$ cat config.mk
export PLATFORM = sky130hd
export DESIGN_NAME = trace_seq_top
export DESIGN_NICKNAME = d
export VERILOG_FILES = /design/src/rtl/trace_seq_pkg.sv /design/src/rtl/trace_ctrl_reg.sv /design/src/rtl/trace_addr_ctr.sv /design/src/rtl/slot_ack_gen.sv /design/src/rtl/trace_seq_top.sv
export SDC_FILE = /design/constraint.sdc
export NUM_CORES = 1
export LEC_CHECK = 0
export BUFFER_PORTS_ARGS = -buffer_cell sky130_fd_sc_hd__buf_2
export CAP_MARGIN = 20
export CORE_AREA = 2 2 81 64
export DETAILED_ROUTE_END_ITERATION = 16
export DIE_AREA = 0 0 83 66
export HOLD_SLACK_MARGIN = 0.06
export PLACE_DENSITY = 0.75
export RECOVER_POWER = 100
export SLEW_MARGIN = 5
export SYNTH_ARGS = -nofsm -noshare
export SYNTH_HDL_FRONTEND = slang
export SYNTH_SLANG_ARGS = --single-unit
$ cat constraint.sdc
create_clock -name clk_i -period 6.08 [get_ports clk_i]
set_clock_uncertainty 0.2 [all_clocks]
set_input_delay 1.216 -clock clk_i [delete_from_list [all_inputs] [get_ports clk_i]]
set_output_delay 1.216 -clock clk_i [all_outputs]
set_load 0.02 [all_outputs]
$ cat src/rtl/trace_seq_pkg.sv
package trace_seq_pkg;
  localparam int unsigned NUM_SLOTS = 6;
  localparam int unsigned CTRL_W    = 16;

  // bit order fixed: [15:10] absent, [9:4] trace slots, [3:2] spare, [1] loop, [0] enable
  typedef struct packed {
    logic [NUM_SLOTS-1:0] absent;
    logic [NUM_SLOTS-1:0] trace_slots;
    logic [1:0]           spare;
    logic                 loop_en;
    logic                 trace_en;
  } ctrl_t;
endpackage

$ cat src/rtl/trace_ctrl_reg.sv
module trace_ctrl_reg
  import trace_seq_pkg::*;
(
  input  logic  clk_i,
  input  logic  rst_ni,
  input  logic  we_i,
  input  ctrl_t wdata_i,
  input  logic  hw_clr_i,
  output ctrl_t q_o
);
  ctrl_t q;

  always_ff @(posedge clk_i or negedge rst_ni) begin
    if (!rst_ni) begin
      q <= '0;
    end else if (we_i) begin
      q <= wdata_i;          // software beats hardware clear
    end else if (hw_clr_i) begin
      q.trace_en <= 1'b0;
    end
  end

  assign q_o = q;
endmodule

$ cat src/rtl/trace_addr_ctr.sv
module trace_addr_ctr #(
  parameter int unsigned ADDR_W    = 16,
  parameter logic [ADDR_W-1:0] REGION_START = '0,
  parameter logic [ADDR_W-1:0] REGION_END   = '1
) (
  input  logic              clk_i,
  input  logic              rst_ni,
  input  logic              load_i,
  input  logic              step_i,
  input  logic              en_i,
  input  logic              loop_i,
  output logic [ADDR_W-1:0] addr_o,
  output logic              stop_o
);
  logic [ADDR_W-1:0] addr_q, addr_d;
  logic              at_end, adv;

  assign at_end = (addr_q == REGION_END);
  assign adv    = en_i & step_i;
  assign stop_o = adv & at_end & ~loop_i;

  always_comb begin
    addr_d = addr_q;
    if (load_i) begin
      addr_d = REGION_START;
    end else if (adv) begin
      if (!at_end)     addr_d = addr_q + 1'b1;
      else if (loop_i) addr_d = REGION_START;
    end
  end

  always_ff @(posedge clk_i or negedge rst_ni) begin
    if (!rst_ni) addr_q <= REGION_START;
    else         addr_q <= addr_d;
  end

  assign addr_o = addr_q;
endmodule

$ cat src/rtl/slot_ack_gen.sv
module slot_ack_gen #(
  parameter int unsigned NUM = 6
) (
  input  logic           clk_i,
  input  logic           rst_ni,
  input  logic [NUM-1:0] sel_i,
  input  logic [NUM-1:0] absent_i,
  output logic           ack_o
);
  logic [NUM-1:0] hit_q;

  for (genvar s = 0; s < NUM; s++) begin : g_slot
    always_ff @(posedge clk_i or negedge rst_ni) begin
      if (!rst_ni) hit_q[s] <= 1'b0;
      else         hit_q[s] <= sel_i[s] & absent_i[s];
    end
  end

  assign ack_o = |hit_q;
endmodule

$ cat src/rtl/trace_seq_top.sv
module trace_seq_top
  import trace_seq_pkg::*;
#(
  parameter int unsigned ADDR_W = 16,
  parameter logic [ADDR_W-1:0] REGION_START = '0,
  parameter logic [ADDR_W-1:0] REGION_END   = 16'h0FFF
) (
  input  logic                 clk_i,
  input  logic                 rst_ni,
  input  logic                 reg_we_i,
  input  logic [CTRL_W-1:0]    reg_wdata_i,
  output logic [CTRL_W-1:0]    reg_rdata_o,
  input  logic                 trace_step_i,
  input  logic [NUM_SLOTS-1:0] slot_sel_i,
  output logic [ADDR_W-1:0]    trace_addr_o,
  output logic                 trace_active_o,
  output logic [NUM_SLOTS-1:0] trace_slots_o,
  output logic                 ack_o
);
  ctrl_t ctrl_q, wdata;
  logic  stop, load;

  assign wdata = ctrl_t'(reg_wdata_i);
  assign load  = reg_we_i & wdata.trace_en & ~ctrl_q.trace_en;

  trace_ctrl_reg u_reg (
    .clk_i   (clk_i),
    .rst_ni  (rst_ni),
    .we_i    (reg_we_i),
    .wdata_i (wdata),
    .hw_clr_i(stop),
    .q_o     (ctrl_q)
  );

  trace_addr_ctr #(
    .ADDR_W      (ADDR_W),
    .REGION_START(REGION_START),
    .REGION_END  (REGION_END)
  ) u_ctr (
    .clk_i (clk_i),
    .rst_ni(rst_ni),
    .load_i(load),
    .step_i(trace_step_i),
    .en_i  (ctrl_q.trace_en),
    .loop_i(ctrl_q.loop_en),
    .addr_o(trace_addr_o),
    .stop_o(stop)
  );

  slot_ack_gen #(.NUM(NUM_SLOTS)) u_ack (
    .clk_i   (clk_i),
    .rst_ni  (rst_ni),
    .sel_i   (slot_sel_i),
    .absent_i(ctrl_q.absent),
    .ack_o   (ack_o)
  );

  assign reg_rdata_o    = ctrl_q;
  assign trace_active_o = ctrl_q.trace_en;
  assign trace_slots_o  = ctrl_q.trace_slots;
endmodule

# Word-level counts from Yosys, hierarchy flattened
# Index checks and enable logic that the tools add are counted.
[op_classes]
bitwise_logic = 13
n_reduce_logical = 4
addsub = 1
shifts = 0
order_cmp = 0
n_eq_ne = 2
muxes = 6
div_mod_pow = 0
n_mul = 0
[ops]
columns = ["operator", "n"]
rows = [
  ["2-to-1 mux 16 bit", 4],
  ["adder 16 x 1 -> 16 bit, second input constant", 1],
  ["equality test 16 x 12 -> 1 bit, second input constant", 1],
  ["bitwise AND 1 bit", 11],
  ["OR reduction 6 bit", 1],
  ["nonzero test 2 bit", 2],
  ["!= test 3 bit, second input constant", 1],
  ["2-to-1 mux 1 bit", 2],
  ["inverter 1 bit", 2],
  ["AND reduction 2 bit", 1],
]
[totals]
mem_bits_rw = 0
rom_bits = 0
latchBits = 0
inputBits = 26
elab_cells = 38
n_memories = 0
ff_bits = 38

# Logic depth before layout (Yosys ltp)
# Gate-level depths: netlist of the first run.
[logic_depth]
word_depth = 5
mapped_depth = 7

# Hierarchy
# From an unflattened synthesis of the first run, not the netlist that was laid out.
[unflattened]
cells_unflattened = 166
hier_area_um2 = 1898.1
[modules_own_cells]
columns = ["mod", "cells_each", "n_inst", "area_per_inst_um2"]
rows = [
  ["trace_addr_ctr", 108, 1, 991.0],
  ["trace_ctrl_reg", 35, 1, 644.4],
  ["slot_ack_gen", 15, 1, 201.4],
  ["trace_seq_top", 8, 1, 61.3],
]

# Worst setup path before layout of the first run
# No wires, ideal clock.
[synth_timing]
path_type = "input-to-reg"
startpoint = "in reg_we_i"
endpoint = "reg u_ctr.addr_q[11], in the netlist u_ctr.addr_o[11]"
setup_slack_ps = 3376
t_required_ps = 5756
arrival_ps = 2380
setup_time_ps = 124
n_path_buf = 1
path_stages = 5
cell_sequence = "clkbuf_1 > nand3b_1 > a21boi_2 > and3_1 > a211o_1"
[synth_between]
elab_chain_cells = 4
[synth_lines]
columns = ["element", "line", "source"]
rows = [
  ["from (decl)", "trace_seq_top.sv:10", "input logic reg_we_i,"],
  ["bitwise AND 1 bit (*) (2 in a row)", "trace_seq_top.sv:24", "assign load = reg_we_i & wdata.trace_en & ~ctrl_q.trace_en;"],
  ["!= test 3 bit (no source line) / nonzero test 2 bit (equally long branches)", "--", ""],
  ["AND reduction 2 bit (no source line)", "--", ""],
  ["to (signal assigned)", "trace_addr_ctr.sv:34", "else addr_q <= addr_d;"],
  ["to (decl)", "trace_addr_ctr.sv:15", "logic [ADDR_W-1:0] addr_q, addr_d;"],
]
# Every way passes the cells marked *; elsewhere a longest branch is shown, timed or not.
# A chain may end at the register's enable or synchronous reset.

# Worst setup path in the final report of the first run
[layout_timing]
startpoint = "in reg_we_i"
endpoint = "reg u_ctr.addr_q[5], in the netlist u_ctr.addr_o[5]"
# Same word-level chain as after synthesis.

==> results of run 1 <==
kinds of logic after synthesis:
group	share of synthesized area, %
muxes	10.4
adders and majority gates	0.687
DFF	52.2
AOI/OAI and AO/OA	11.1
buffers and inverters	5.15
and+or+nand+nor	20.5
registers in the layout (all words and copies together) (netlist names):
| name | flops |
|---|---|
| u_ctr.addr_o | 16 |
| u_reg.q_o | 16 |
| u_ack.hit_q | 6 |
stage by stage:
stage | util [%] | hold slack, ns
4_1_cts | 48.3 | 0.314
3_5_place_dp | 45.3 | 0.294
2_1_floorplan | - | 0.326
5_1_grt | 47.1 | 0.346
3_3_place_gp | 45.3 | 0.287
6_report | 47.1 | 0.312
layout by cell type, fill, tap and decap left out, drive strengths merged, types with 2 or more instances in the layout:
cell type,n
nand2,11
buf,23
clkbuf,48
a31oi,4
and3,9
dfrtp,38
nand3b,2
a21oi,2
nand3,9
mux2,15
nor2b,2
o21ai,2
nand4,2
bufinv,2
a22oi,2
a211o,7
a22o,2
nor4,2
and2,8
nor3,8
nor2,3
mux2i,2
final cells by class:
| cell class | instances | area (um^2) | area share [%] |
|---|---|---|---|
| Clock inverter | 2 | 60.1 | 2.71 |
| Sequential cell | 38 | 951 | 42.9 |
| Multi-Input combinational cell | 106 | 773 | 34.9 |
| Clock buffer | 6 | 82.6 | 3.72 |
| Tap cell | 60 | 75.1 | 3.38 |
| Timing Repair Buffer | 65 | 273 | 12.3 |
| Inverter | 1 | 3.75 | 0.169 |
power breakdown:
| group | switching, mW | total (mW) | internal, mW |
|---|---|---|---|
| Combinational | 0.0663 | 0.104 | 0.0380 |
| Clock | 0.0895 | 0.265 | 0.175 |
| Sequential | 0.0188 | 0.292 | 0.274 |
how the worst max path moves through the flow:
stage                  endpoint  slack [ns]  cells past startpoint
2_1_floorplan  u_ctr.addr_o[11]        3.38                      5
3_3_place_gp   u_ctr.addr_o[11]        3.16                      5
3_5_place_dp    u_ctr.addr_o[5]        3.14                      5
4_1_cts         u_ctr.addr_o[5]        3.45                      5
5_1_grt         u_ctr.addr_o[5]        2.65                      5
6_report        u_ctr.addr_o[5]        2.90                      5
per-layer routing:
metal	wire length, um	global-route usage, %
met5	0	0
met4	29	4.92
met3	282	4.62
met2	1810	24.4
met1	1840	22.2
worst reg2reg max path, stage by stage (launching register included):
cell     delay (ns)
dfrtp_1        0.43
ha_1           0.22
nand3_1        0.21
nor3_4         0.38
a31o_4         0.25
and2_0         0.45
o22ai_1        0.16
==> flow_summary.yaml, run 1 <==
status:
  status: "finished with violations"
  violations: "capacitance limit, slew limit"
power:
  p_total_uw: 661
  ir_drop_mv: 0.148
  power.density_nw_per_um2: 298
  p_leak_nw: 1.02
final_layout:
  finalNonFillerCells: 278
  n_antenna_cell: 0
  fill_cells: 481
  nNetsFinal: 244
  syn2layout_area_growth_pct: 21.8
  final_area_um2: 2220
  layout-drive-gt1-share_pct: 24.3
critical_path:
  crit_slowest_cell: "clkbuf_1"
  endpoint_kind: "register"
  max_stage_delay_ns: 0.66
  r2r_slack_ns: 3.64
  path_delay_family: "simple AND/OR/NAND/NOR gates"
  r2r_end: "u_ctr.addr_o[7]"
  cp-startpoint: "reg_we_i"
  setup.worst_path.class: "in2reg"
  crit_path_max_fanout: 18
  cp-start-kind: "input pin"
  worstReg2RegStart: "u_ctr.addr_o[0]"
  cp_num_buf_inv: 1
  reg2reg_depth: 6
  crit_arrival_ns: 3.16
  path_cells: "clkbuf_1, nand3b_1, a21boi_0, and3_1, a211o_1"
  critical_path_required_ns: 6.06
global_routing:
  grt_pass1_vias: 1387
  grt_first_pass_wirelength_mm: 6.91
  grt_usage_pct: 16.0
  grt_max_degree: 39
  grt-ovfl-total: 0
  grt_antenna_before_repair: 0
yosys:
  syn_inst: 158
  syn_area_um2: 1820
  yosys-top-cells-area: "dfrtp_1, mux2_2, buf_4"
  yosys_register_bits: 38
  synth_commonest_cells: "dfrtp_1, mux2_2, nand2_1"
  yosysTopAreaCell: "dfrtp_1"
  synth_nets: 185
  synth-edff-count: 0
  synth-main-ff-cell: "dfrtp_1"
  synth_top_area_share_pct: 52.2
  synth.distinct_cells: 43
  synth.most_common_cell: "dfrtp_1"
  syn_avg_cell_area_um2: 11.5
  yosys_warnings: 0
  yosysSeqAreaShare_pct: 52.2
  synthArstFlopShare_pct: 100
sta:
  maxSlewHeadroom_pct: -32.3
  min_period_over_period_pct: 52.3
  timing.final.hold_violations: 0
  clock.fmax_mhz: 315
  setup_viol: 0
  fin_tns_setup_ns: 0
  worst_slack_ns: 2.90
  period_needed_ns: 3.18
  tightest_slew_ns: 1.99
  drv_slew: 39
  rsz0062_at_grt: "false"
detailed_routing:
  dr.pass1.iters: 4
  drc: 0
  wl_mm: 3.96
  viasPerCell: 5.36
  drtIter0Drc: 109
  drtAntennaViolNets: 0
  via_count: 1490
  avgRoutedWirePerCell_um: 14.3
die:
  boundaryPins: 66
  die-width_um: 83
  start_util_pct: 38.7
  die_area_um2: 5480
  coreArea_um2: 4710
  placementRows: 22
  die_h_um: 66
cts:
  cts_hold_buf: 0
  post_cts_buffers: 0
  insertion_delay_ns: 0.29
  cts.clk_slew.worst_paths_ns: 0.07
  ctsResizeCount: 0
  cts_buffer_depth: 2
  cts.sinks: 38
  cts_tree: "done"
  cts_root_buffer: "clkbuf_8"
  h-tree-depth: 2
  cts_buffers: 5
worst_hold_path:
  min_delay_worst_endpoint: "u_reg.q_o[3]"
  hold_class: "reg2reg"
  whs_path_depth: 1
  min_from: "u_reg.q_o[3]"
placed_design:
  place.gp.congestion: 0.813
  port_buffers: 65
  post-place-ws_ns: 3.14
  dp_hpwl_mm: 2.90
  place_area_um2: 2130
  dp.cells: 270
run:
  max_cap_violations: 1
No activity file was read; power rests on OpenSTA's default activity.
==> inputs of run 2 (changes only) <==
--- a/config.mk
+++ b/config.mk
@@ -11,7 +11,7 @@
 export DETAILED_ROUTE_END_ITERATION = 16
 export DIE_AREA = 0 0 83 66
 export HOLD_SLACK_MARGIN = 0.06
-export PLACE_DENSITY = 0.75
+export PLACE_DENSITY = 0.78
 export RECOVER_POWER = 100
 export SLEW_MARGIN = 5
 export SYNTH_ARGS = -nofsm -noshare
==> constraint.sdc (replaced) <==
create_clock -name clk_i -period 2.6 [get_ports clk_i]
set_clock_uncertainty 0.2 [all_clocks]
set_input_delay 0.52 -clock clk_i [delete_from_list [all_inputs] [get_ports clk_i]]
set_output_delay 0.52 -clock clk_i [all_outputs]
set_load 0.02 [all_outputs]
==> run 2 against run 1 <==
  * The flow now finishes without violations
  * Sequential share of layout area shrank 0.19 points
  * Clock power is 130% higher
  * Cell area is 0.45% higher
  * Hold slack got worse by 0.15 ns
  * Largest power group unchanged
  * Non-clock buffer count is 1 higher
  * Combinational power up 140%
  * Clock-buffer cell count is the same
  * Global-route usage shrank 0.85 points
  * Critical path depth increased by 1
  * Final cell count rose by 0.36%
  * Power grew 130%
==> flow_summary.yaml, run 2 (same netlist as run 1, synthesis figures left out) <==
cts:
  h-tree-depth: 2
  cts_tree: "done"
  cts_buffers: 5
  cts_hold_buf: 0
  cts_root_buffer: "clkbuf_8"
  cts.clk_slew.worst_paths_ns: 0.07
  insertion_delay_ns: 0.28
  cts.sinks: 38
  post_cts_buffers: 0
  ctsResizeCount: 0
  cts_buffer_depth: 2
final_layout:
  fill_cells: 450
  layout-drive-gt1-share_pct: 25.6
  final_area_um2: 2230
  nNetsFinal: 245
  layout_common_cells: "clkbuf_1, dfrtp_1, buf_2"
  final_common_cell: "clkbuf_1"
  regArea_um2: 951
  finalNonFillerCells: 279
  syn2layout_area_growth_pct: 22.3
  n_antenna_cell: 0
  multi_input_area_um2: 777
placed_design:
  post-place-ws_ns: 0.344
  dp_hpwl_mm: 2.83
  dp.cells: 271
  place.gp.congestion: 0.869
  place_area_um2: 2140
  port_buffers: 65
critical_path:
  setup.worst_path.class: "reg2reg"
  crit_path_max_fanout: 9
  crit_slowest_cell: "dfrtp_1"
  cp_num_buf_inv: 0
  max_stage_delay_ns: 0.41
  path_delay_family: "simple AND/OR/NAND/NOR gates"
  path_cells: "ha_1, nand3_1, nor3_4, a31o_4, and2_1, o22ai_1"
  crit_arrival_ns: 2.23
  endpoint_kind: "register"
  critical_path_required_ns: 2.56
  r2r_slack_ns: 0.33
  cp-start-kind: "register"
power:
  combinationalPowerShare_pct: 16.0
  switchingPower_uw: 397
  p_leak_nw: 1.03
  sw_frac_of_total_pct: 25.8
  power.density_nw_per_um2: 689
  internal-power_mw: 1.14
  ir_drop_mv: 0.434
  p_seq_share_pct: 44.4
  clkPwrFrac_pct: 39.5
detailed_routing:
  wl_mm: 3.91
  drc: 0
  via_count: 1493
  viasPerCell: 5.35
  drtIter0Drc: 139
  dr.pass1.iters: 4
  drtAntennaViolNets: 0
  avgRoutedWirePerCell_um: 14.0
sta:
  period_needed_ns: 2.27
  timing.final.hold_violations: 0
  fin_tns_setup_ns: 0
  rsz0062_at_grt: "false"
  min_period_over_period_pct: 87.3
  drv_slew: 0
  setup_viol: 0
  maxSlewHeadroom_pct: 37.4
  tightest_slew_ns: 0.939
  clock.fmax_mhz: 440
  worst_slack_ns: 0.329
  holdWs_ns: 0.166
die:
  placementRows: 22
  die_area_um2: 5480
  boundaryPins: 66
  die-width_um: 83
  die_h_um: 66
  start_util_pct: 38.7
  coreArea_um2: 4710
global_routing:
  grt_pass1_vias: 1401
  grt_max_degree: 39
  grt-ovfl-total: 0
  grt_first_pass_wirelength_mm: 6.57
  grt_usage_pct: 15.1
  grt_antenna_before_repair: 0
run:
  max_cap_violations: 0
worst_hold_path:
  hold_class: "in2async"
status:
  status: "completed"
==> run 2: changes by cell type in the layout (fill, tap and decap cells not counted), sizes merged <==
cell and change:
buf +1
==> run 2: final cells by class <==
| cell class | count | share of cell area (%) |
|---|---|---|
| inverters | 1 | 0.168 |
| multi-input cells | 106 | 34.9 |
| clock buffers | 6 | 3.71 |
| repair buffers | 66 | 12.5 |
| clock inverters | 2 | 2.70 |
| well taps | 60 | 3.37 |
| flip-flops and latches | 38 | 42.7 |
==> run 2: per-stage QoR <==
step           utilization, %  total power, mW
6_report                 47.3             1.54
4_1_cts                  48.5             1.58
5_1_grt                  47.3             1.61
3_3_place_gp             45.5            0.951
3_5_place_dp             45.5            0.957
2_1_floorplan               -            0.867
==> run 2: metal layers <==
metal  vias to the layer above  GRT usage, %  share of wire [%]
met2                        66          23.5                 44
li1                        698             -                  -
met1                       722          19.9                 46
met4                         0          6.35                1.4
met3                         7          4.49                8.5
met5                         -             0                  0
==> run 2: power by group through the flow <==
stage	Clock [mW]	Combinational, mW	Sequential (mW)
global route	0.651	0.269	0.691
finish	0.608	0.246	0.682
floorplan	0	0.129	0.739
CTS	0.629	0.266	0.680
global placement	0	0.262	0.689
detailed placement	0	0.266	0.692
==> run 2: path summary, 6_finish.rpt <==
path,startpoint,to,cells past startpoint
setup / recovery,u_ctr.addr_o[0],u_ctr.addr_o[7],6
hold reg to reg,u_reg.q_o[13],u_ack.hit_q[3],1
min in group clk_i,slot_sel_i[4],u_ack.hit_q[4],2
setup reg to reg,u_ctr.addr_o[0],u_ctr.addr_o[7],6
hold / removal,rst_ni,u_reg.q_o[13],1
max in group asynchronous,rst_ni,u_reg.q_o[8],1
==> run 2: worst register-to-register path: stages (launching register included) <==
cell	delay (ns)
dfrtp_1	0.41
ha_1	0.21
nand3_1	0.20
nor3_4	0.38
a31o_4	0.25
and2_1	0.35
o22ai_1	0.14
==> inputs of run 3 (changes only) <==
--- a/config.mk
+++ b/config.mk
@@ -11,7 +11,7 @@
 export DETAILED_ROUTE_END_ITERATION = 16
 export DIE_AREA = 0 0 83 66
 export HOLD_SLACK_MARGIN = 0.06
-export PLACE_DENSITY = 0.78
+export PLACE_DENSITY = 0.75
 export RECOVER_POWER = 100
 export SLEW_MARGIN = 5
 export SYNTH_ARGS = -nofsm -noshare
==> constraint.sdc (replaced) <==
create_clock -name clk_i -period 2.7 [get_ports clk_i]
set_clock_uncertainty 0.2 [all_clocks]
set_input_delay 0.54 -clock clk_i [delete_from_list [all_inputs] [get_ports clk_i]]
set_output_delay 0.54 -clock clk_i [all_outputs]
set_load 0.02 [all_outputs]
==> run 3 against run 2 <==
  * The run now ends with capacitance limit, slew limit left
  * Largest cell class unchanged
  * Worst setup slack better by 0.069 ns
  * Critical endpoint unchanged
  * Die area stayed put
  * Cell area hardly changed
==> flow_summary.yaml, run 3 (same netlist as run 1, synthesis figures left out) <==
placed_design:
  port_buffers: 65
  post-place-ws_ns: 0.458
  place_area_um2: 2140
  place.gp.congestion: 0.804
  dp.cells: 271
  dp_hpwl_mm: 2.88
critical_path:
  critical_path_required_ns: 2.66
  crit_arrival_ns: 2.27
  cp_num_buf_inv: 0
  crit_slowest_cell: "dfrtp_1"
  endpoint_kind: "register"
  path_delay_family: "simple AND/OR/NAND/NOR gates"
  cp-start-kind: "register"
  path_cells: "ha_1, nand3_1, nor3_4, a31o_4, and2_1, o22ai_1"
  cp-startpoint: "u_ctr.addr_o[0]"
  worstReg2RegStart: "u_ctr.addr_o[0]"
  crit_path_max_fanout: 9
  setup.worst_path.class: "reg2reg"
  max_stage_delay_ns: 0.42
sta:
  period_needed_ns: 2.30
  clock.fmax_mhz: 435
  min_period_over_period_pct: 85.2
  holdWs_ns: 0.261
  setup_viol: 0
  fin_tns_setup_ns: 0
  timing.final.hold_violations: 0
  rsz0062_at_grt: "false"
  worst_slack_ns: 0.399
  tightest_slew_ns: 1.96
  drv_slew: 39
  maxSlewHeadroom_pct: -30.7
detailed_routing:
  viasPerCell: 5.14
  dr.pass1.iters: 4
  via_count: 1434
  drtAntennaViolNets: 0
  avgRoutedWirePerCell_um: 14.5
  drc: 0
  drtIter0Drc: 120
  wl_mm: 4.05
global_routing:
  grt-ovfl-total: 0
  grt_usage_pct: 15.7
  grt_antenna_before_repair: 0
  grt_first_pass_wirelength_mm: 6.84
  grt_max_degree: 39
  grt_pass1_vias: 1478
die:
  start_util_pct: 38.7
  die-width_um: 83
  coreArea_um2: 4710
  boundaryPins: 66
  die_h_um: 66
  placementRows: 22
  die_area_um2: 5480
final_layout:
  final_area_um2: 2230
  n_antenna_cell: 0
  final_common_cell: "clkbuf_1"
  multi_input_area_um2: 777
  layout-drive-gt1-share_pct: 25.1
  finalNonFillerCells: 279
  fin_util_pct: 47.3
  layout_common_cells: "clkbuf_1, dfrtp_1, buf_2"
  syn2layout_area_growth_pct: 22.3
  regArea_um2: 951
  nNetsFinal: 245
  fill_cells: 464
worst_hold_path:
  hold_class: "in2reg"
  min_from: "slot_sel_i[3]"
power:
  p_total_mw: 1.49
  ir_drop_mv: 0.272
  power.density_nw_per_um2: 668
  p_leak_nw: 1.02
cts:
  post_cts_buffers: 0
  cts_buffer_depth: 2
  cts.clk_slew.worst_paths_ns: 0.08
  cts_hold_buf: 0
  insertion_delay_ns: 0.29
  cts_tree: "done"
  cts_buffers: 5
  h-tree-depth: 2
  ctsResizeCount: 0
  cts_root_buffer: "clkbuf_8"
  cts.sinks: 38
status:
  violations: "capacitance limit, slew limit"
  status: "finished with violations"
run:
  max_cap_violations: 1
## run 3: area by class of cell
type,instances,area share (%)
repair buffers,66,12.5
inverters,1,0.169
well taps,60,3.37
clock inverters,2,2.70
flip-flops and latches,38,42.7
clock buffers,6,3.71
multi-input cells,106,34.9
## run 3: worst register-to-register path, delay by kind of cell (launching register included)
family	cells	cell delay (ns)
AOI/OAI and AO/OA	2	0.41
adders and majority gates	1	0.21
and+or+nand+nor	3	0.94
DFF	1	0.42
## run 3: power by group
group          total, mW  internal, mW  switching, mW
clock network      0.593         0.394          0.199
logic              0.237        0.0864          0.151
registers          0.658         0.616         0.0416
total               1.49          1.10          0.391
## run 3: worst paths after layout
| check | slack [ns] | end | cells after the start |
|---|---|---|---|
| setup / recovery | 0.40 | u_ctr.addr_o[7] | 6 |
| hold / removal | 0.26 | u_ack.hit_q[3] | 2 |
| setup reg to reg | 0.40 | u_ctr.addr_o[7] | 6 |
| hold reg to reg | 0.31 | u_reg.q_o[3] | 1 |
| max in group asynchronous | 0.58 | u_ctr.addr_o[3] | 1 |
| min in group asynchronous | 0.59 | u_reg.q_o[15] | 1 |
## run 3: per-layer routing
layer  track usage [%]  up-vias  share of wire [%]  routed length (um)
met5                 0        -                  0                   0
met4              7.17        0                2.3                  95
met3              3.75       10                6.4                 258
met2              24.6       53                 45                1840
met1              21.0      673                 46                1850
li1                  -      698                  -                   -
